File: src/rtl/rtc_irq_pkg.sv
package rtc_irq_pkg;

    localparam int BYTE_W  = 8;
    localparam int FIELD_N = 6;
    localparam int ADDR_W  = 5;
    localparam int PER_N   = 4;

    localparam logic [ADDR_W-1:0] ALM_BASE  = 5'h07;
    localparam logic [ADDR_W-1:0] STAT_ADDR = 5'h10;
    localparam logic [ADDR_W-1:0] IEN_ADDR  = 5'h11;

    localparam int STAT_PER_LSB = 2;
    localparam int STAT_ALM_BIT = 6;

    typedef enum logic [1:0] {
        PER_SEC  = 2'b00,
        PER_MIN  = 2'b01,
        PER_HOUR = 2'b10,
        PER_DAY  = 2'b11
    } per_sel_e;

    // Enable register, bit 3 down to bit 0
    typedef struct packed {
        logic     alm_en;
        logic     tmr_en;
        per_sel_e per;
    } ien_t;

    typedef struct packed {
        logic             alm;
        logic [PER_N-1:0] per;
    } flags_t;

    function automatic logic pick_period(per_sel_e s, logic [PER_N-1:0] f);
        return f[s];
    endfunction

    function automatic logic [BYTE_W-1:0] pack_status(flags_t f);
        logic [BYTE_W-1:0] v;
        v = '0;
        v[STAT_ALM_BIT] = f.alm;
        v[STAT_PER_LSB +: PER_N] = f.per;
        return v;
    endfunction

endpackage

File: src/rtl/rtc_alarm_bank.sv
module rtc_alarm_bank
    import rtc_irq_pkg::*;
#(
    parameter int FIELDS = FIELD_N,
    parameter int BW     = BYTE_W,
    parameter int AW     = ADDR_W,
    parameter int BASE   = 7
) (
    input  logic                 clk,
    input  logic                 rst,
    input  logic                 we,
    input  logic [AW-1:0]        addr,
    input  logic [BW-1:0]        wdata,
    input  logic [FIELDS*BW-1:0] now_time,
    output logic [BW-1:0]        rdata,
    output logic                 rsel,
    output logic                 hit
);

    logic [FIELDS-1:0][BW-1:0] alm_q;
    logic [FIELDS-1:0]         eq;
    logic [FIELDS-1:0]         sel;

    for (genvar i = 0; i < FIELDS; i++) begin : g_field
        localparam logic [AW-1:0] MY_ADDR = AW'(BASE + i);

        assign sel[i] = (addr == MY_ADDR);
        assign eq[i]  = (alm_q[i] == now_time[i*BW +: BW]);

        always_ff @(posedge clk) begin
            if (rst) begin
                alm_q[i] <= '0;
            end else if (we && sel[i]) begin
                alm_q[i] <= wdata;
            end
        end

        // a write lands in the addressed byte
        a_r2_field_write: assert property (@(posedge clk) disable iff (rst)
            (we && sel[i]) |=> (alm_q[i] == $past(wdata)));
    end

    assign hit  = &eq;
    assign rsel = |sel;

    always_comb begin
        rdata = '0;
        for (int k = 0; k < FIELDS; k++) begin
            if (sel[k]) begin
                rdata = alm_q[k];
            end
        end
    end

endmodule

File: src/rtl/rtc_event_flags.sv
module rtc_event_flags
    import rtc_irq_pkg::*;
#(
    parameter int NPER = PER_N
) (
    input  logic            clk,
    input  logic            rst,
    input  logic [NPER-1:0] per_evt,
    input  logic            alm_evt,
    input  logic            clr_we,
    input  logic [NPER-1:0] clr_per,
    input  logic            clr_alm,
    output logic [NPER-1:0] per_q,
    output logic            alm_q
);

    for (genvar i = 0; i < NPER; i++) begin : g_per
        always_ff @(posedge clk) begin
            if (rst) begin
                per_q[i] <= 1'b0;
            end else if (per_evt[i]) begin
                per_q[i] <= 1'b1;
            end else if (clr_we && clr_per[i]) begin
                per_q[i] <= 1'b0;
            end
        end

        // a new rollover wins over a same-cycle clear
        a_r5_per_event_wins: assert property (@(posedge clk) disable iff (rst)
            per_evt[i] |=> per_q[i]);
    end

    always_ff @(posedge clk) begin
        if (rst) begin
            alm_q <= 1'b0;
        end else if (alm_evt) begin
            alm_q <= 1'b1;
        end else if (clr_we && clr_alm) begin
            alm_q <= 1'b0;
        end
    end

    // write-one clears the alarm flag when no match arrives
    a_r5_alarm_w1c: assert property (@(posedge clk) disable iff (rst)
        (clr_we && clr_alm && !alm_evt) |=> !alm_q);

    // without a clear the alarm flag stays latched
    a_r5_alarm_sticky: assert property (@(posedge clk) disable iff (rst)
        (alm_q && !(clr_we && clr_alm)) |=> alm_q);

endmodule

File: src/rtl/rtc_irq_unit.sv
module rtc_irq_unit
    import rtc_irq_pkg::*;
#(
    parameter int FIELDS = FIELD_N,
    parameter int BW     = BYTE_W,
    parameter int AW     = ADDR_W,
    parameter int NPER   = PER_N
) (
    input  logic                 clk,
    input  logic                 rst,
    input  logic                 tick,
    input  logic [FIELDS*BW-1:0] now_time,
    input  logic [NPER-1:0]      roll_evt,
    input  logic                 bus_we,
    input  logic [AW-1:0]        bus_addr,
    input  logic [BW-1:0]        bus_wdata,
    output logic [BW-1:0]        bus_rdata,
    output logic                 irq
);

    localparam int IEN_W = $bits(ien_t);

    logic [BW-1:0] alm_rdata;
    logic          alm_rsel;
    logic          alm_hit;
    logic          alm_evt;
    logic          stat_we;
    ien_t          ien_q;
    flags_t        flags;

    rtc_alarm_bank #(
        .FIELDS (FIELDS),
        .BW     (BW),
        .AW     (AW),
        .BASE   (int'(ALM_BASE))
    ) u_bank (
        .clk      (clk),
        .rst      (rst),
        .we       (bus_we),
        .addr     (bus_addr),
        .wdata    (bus_wdata),
        .now_time (now_time),
        .rdata    (alm_rdata),
        .rsel     (alm_rsel),
        .hit      (alm_hit)
    );

    assign alm_evt = tick && alm_hit;
    assign stat_we = bus_we && (bus_addr == STAT_ADDR);

    rtc_event_flags #(
        .NPER (NPER)
    ) u_flags (
        .clk     (clk),
        .rst     (rst),
        .per_evt (roll_evt),
        .alm_evt (alm_evt),
        .clr_we  (stat_we),
        .clr_per (bus_wdata[STAT_PER_LSB +: NPER]),
        .clr_alm (bus_wdata[STAT_ALM_BIT]),
        .per_q   (flags.per),
        .alm_q   (flags.alm)
    );

    always_ff @(posedge clk) begin
        if (rst) begin
            ien_q <= '0;
        end else if (bus_we && (bus_addr == IEN_ADDR)) begin
            ien_q <= ien_t'(bus_wdata[IEN_W-1:0]);
        end
    end

    always_ff @(posedge clk) begin
        if (rst) begin
            irq <= 1'b0;
        end else begin
            irq <= (flags.alm && ien_q.alm_en)
                || (pick_period(ien_q.per, flags.per) && ien_q.tmr_en);
        end
    end

    always_comb begin
        bus_rdata = '0;
        if (alm_rsel) begin
            bus_rdata = alm_rdata;
        end else if (bus_addr == STAT_ADDR) begin
            bus_rdata = pack_status(flags);
        end else if (bus_addr == IEN_ADDR) begin
            bus_rdata = BW'(ien_q);
        end
    end

    // a tick on a full match latches the alarm flag
    a_r3_match_sets_flag: assert property (@(posedge clk) disable iff (rst)
        alm_evt |=> flags.alm);

    // an enabled, latched alarm keeps the line high
    a_r8_alarm_holds_irq: assert property (@(posedge clk) disable iff (rst)
        (flags.alm && ien_q.alm_en) |=> irq);

    // with both sources masked the line stays low
    a_r9_masked_low: assert property (@(posedge clk) disable iff (rst)
        (!ien_q.alm_en && !ien_q.tmr_en) |=> !irq);

    // the line cannot rise without a latched flag one edge earlier
    a_r7_irq_needs_flag: assert property (@(posedge clk) disable iff (rst)
        (!flags.alm && (flags.per == '0)) |=> !irq);

endmodule

File: config.mk
export PLATFORM = sky130hd
export DESIGN_NAME = rtc_irq_unit
export DESIGN_NICKNAME = d
export VERILOG_FILES = /design/src/rtl/rtc_irq_pkg.sv /design/src/rtl/rtc_alarm_bank.sv /design/src/rtl/rtc_event_flags.sv /design/src/rtl/rtc_irq_unit.sv
export SDC_FILE = /design/constraint.sdc
export NUM_CORES = 1
export LEC_CHECK = 0
export BUFFER_PORTS_ARGS = -buffer_cell sky130_fd_sc_hd__buf_2
export CAP_MARGIN = 25
export CORE_ASPECT_RATIO = 1.1
export CORE_MARGIN = 1.5
export CORE_UTILIZATION = 58
export DETAILED_ROUTE_END_ITERATION = 7
export GPL_TIMING_DRIVEN = 1
export PLACE_DENSITY = 0.91
export SLEW_MARGIN = 5
export SYNTH_ARGS = -nofsm -noshare
export SYNTH_HDL_FRONTEND = slang
export SYNTH_SLANG_ARGS = --single-unit
File: constraint.sdc
create_clock -name clk -period 3.74 [get_ports clk]
set_input_delay 0.561 -clock clk [delete_from_list [all_inputs] [get_ports clk]]
set_output_delay 0.561 -clock clk [all_outputs]
set_load 0.05 [all_outputs]
==> summary.md <==
| Metric | Value |
|---|---|
| Setup violators final | 0 |
| Post-CTS Setup Inserts | 0 |
| WP data required | 3180 ps |
| Dpl hpwl | 6790 um |
| Most frequent cells in the layout | 77 x buf_2, 58 x dfxtp_1, 56 x nor2_1 |
| Clk_lat worst skew | 340 ps |
| RSZ-0062 raised after global routing | false |
| Worst EP arrival | 2360 ps |
| Syn Nets | 444 |
| First-pass GRT wire length | 14600 um |
| Worst setup EP type | primary output |
| Final net count | 510 |
| Finished Core Util | 0.707 |
| GRT overflow | 0 |
| Area leader, netlist | dfxtp_1 |
| Fin crit share | 0.781 |
| Yosys warning count | 0 |
| Final Hold Vio Count | 0 |
| CP max-delay cell | and4b_1 |
| Clock Sinks | 58 |
| Seq pwr share | 0.486 |
| Netlist cell types | 52 |
| Initial antenna violation count | 0 |
| Total track usage | 0.327 |
| Met2 Usage GRT | 0.534 |
| Kind of critical path | in2out |
| Core footprint | 0.00543 mm2 |
| Cell Int Power | 965 uW |
| Routability cong. | 0.939 |
| DRT Wirelength | 9400 um |
| GR Util met1 | 0.401 |
| Sw frac | 0.259 |
| Worst path bufs/invs | 2 |
| Net Switching | 338 uW |
| Least-Margin Pin Slew | 785 ps |
| Initial core utilization | 0.608 |
| DR WL/cell | 18.1 um |
| TNS Setup | 0 ps |
| Synthesized cell area | 0.00330 mm2 |
| Largest net degree at the start of global routing | 60 |
| Die X | 74.9 um |
| Cell family with most CP delay | buffers and inverters |
| HP Class | in2reg |
| N_diodes | 0 |
| Max frequency | 342 MHz |
| Combinational share of power | 0.126 |
| Layout area overhead | 16.2% |
| Vias in the first global route | 2907 |
| Mean Syn Cell Area | 8.81 um2 |
| Die ar. | 0.00616 mm2 |
| Worst vdd ir | 0.335 mV |
| Vias/cell | 6.10 |
| Die H | 82.1 um |
| Cts repair resizes | 0 |
| Crit path largest cell delay | 380 ps |
| Grt met3 use | 0.0934 |
| Clock-pin slew on the worst setup and hold paths | 60 ps |
| 1st-iter DRT viols | 386 |
| TritonCTS Buffers | 9 |
| Clk pwr share | 0.388 |
| Ports | 78 |
| Pleak | 1.69 nW |
| PD cells | 339 mW/mm2 |
| Register bit total from synthesis | 58 |
| CTS tree | yes |
| Layout cells sized above 1 | 0.240 |
| GR peak layer | met2 |
| H-tree depth | 3 |
| Max-Cap Viols | 0 |
| Worst setup SP type | input pin |
| Antenna Nets Post-Route | 0 |
| Most used cell along the critical path | buf_2 |
| Site row count | 28 |
| Pre-antenna DRT Iters | 5 |
| Cts hold-fix bufs | 0 |
| Synth Flop Type | dfxtp_1 |
| Gate Count Post-Synth | 375 |
| Clk buf depth | 2 |
| Root Buffer Master | clkbuf_8 |
| Crit path cell chain | buf_2 > and4b_1 > nor2b_4 > a21oi_1 > a211o_1 > o21ai_1 > buf_2 |
| Main area contributors after synthesis | dfxtp_1 35%, mux2i_1 14%, nor2_1 6.4% |
| Port Buf Inserts | 77 |
| Final Skew | 4.27 ps |
| Remaining DRCs | 0 |
| Post-synth ARST share | 0 |
| Commonest non-fill, non-tap cell in the layout | buf_2 |
| Sequential area share after synthesis | 0.352 |
| Routed via count | 3171 |
| Relative slew slack | 0.463 |
| Post-synth EDFFs | 0 |
| Synth top area share | 0.352 |
| Status | complete, no violations |
| Final min period | 2920 ps |
| Slew Limit Fails | 0 |
| Crit path max fanout | 19 |
-- power by group through the flow --
stage / clock [mW] / combinational, mW / sequential [mW]
2_1_floorplan: 0 / 0.0979 / 0.643
3_3_place_gp: 0 / 0.155 / 0.647
3_5_place_dp: 0 / 0.159 / 0.646
4_1_cts: 0.510 / 0.160 / 0.633
5_1_grt: 0.539 / 0.178 / 0.634
6_report: 0.505 / 0.164 / 0.633
-- cells in the mapped netlist, drive strengths merged, types with 2 or more instances --
library cell   n
o22ai          3
xnor2         22
a32o           3
and4b          2
o21ai          4
a221o          2
nand2b         2
nand3b         2
o31ai          6
mux4           2
clkbuf         6
mux2i         47
nor2          57
a21oi         24
dfxtp         58
a222oi         2
nand3         20
o2bb2ai        3
nand2         23
nor3b          3
xor2          15
inv           13
o221a          3
nand4b         3
nor4           6
a22oi          3
and2           2
a22o           2
buf           18
nand4          6
-- per-stage QoR --
| step | setup WS (ps) | hold slack (ps) | power, mW | instance area (um2) | std cells |
|---|---|---|---|---|---|
| floorplan | 974 | 448 | 0.741 | 3300 | 375 |
| global placement | 924 | 463 | 0.802 | 3650 | 504 |
| detailed placement | 881 | 471 | 0.806 | 3650 | 504 |
| CTS | 869 | 420 | 1.30 | 3820 | 519 |
| global route | 754 | 424 | 1.35 | 3840 | 520 |
| finish | 819 | 426 | 1.30 | 3840 | 520 |
-- logic make-up after synthesis --
| group | count (synthesis) | synth area share |
|---|---|---|
| multiplexers | 49 | 0.156 |
| AO/OA/AOI/OAI | 63 | 0.134 |
| buffers and inverters | 37 | 0.0576 |
| AND/OR/NAND/NOR | 131 | 0.202 |
| XOR/XNOR | 37 | 0.0981 |
| flip-flops | 58 | 0.352 |
-- layout make-up --
class,instances,area (um2)
sequential,58,1160
multi-input combinational,280,1950
timing repair buffer,79,413
tap,75,93.8
clock inverter,3,15.0
fill,414,1590
inverter,13,48.8
clock buffer,12,155
-- path summary, 6_finish.rpt --
kind	slack, ps	depth (start not counted)	to	from
worst max-delay path	820	7	bus_rdata[2]	bus_addr[1]
worst min-delay path	430	3	u_flags.per_q[2]	roll_evt[2]
worst max register to register	2050	5	u_flags.alm_q	u_bank.alm_q[3]
worst min register to register	480	2	ien_q[2]	ien_q[2]
-- worst reg2reg max path, delay by kind of cell, from the launching register on --
kind / cells / cell delay [ps]
AO/OA/AOI/OAI: 2 / 840
flip-flops: 1 / 400
XOR/XNOR: 1 / 150
AND/OR/NAND/NOR: 2 / 210
-- metal layers --
layer | share of wire | routed length [um]
met2 | 0.48 | 4470
met1 | 0.39 | 3640
met4 | 0.038 | 360
met5 | 0 | 0
met3 | 0.10 | 937
-- sequential cells by signal, summed over array words and instances (netlist names) --
name / cells
ien_q: 4
irq: 1
u_bank.alm_q: 48
u_flags.alm_q: 1
u_flags.per_q: 4
Power figures use the tool's default switching activity.
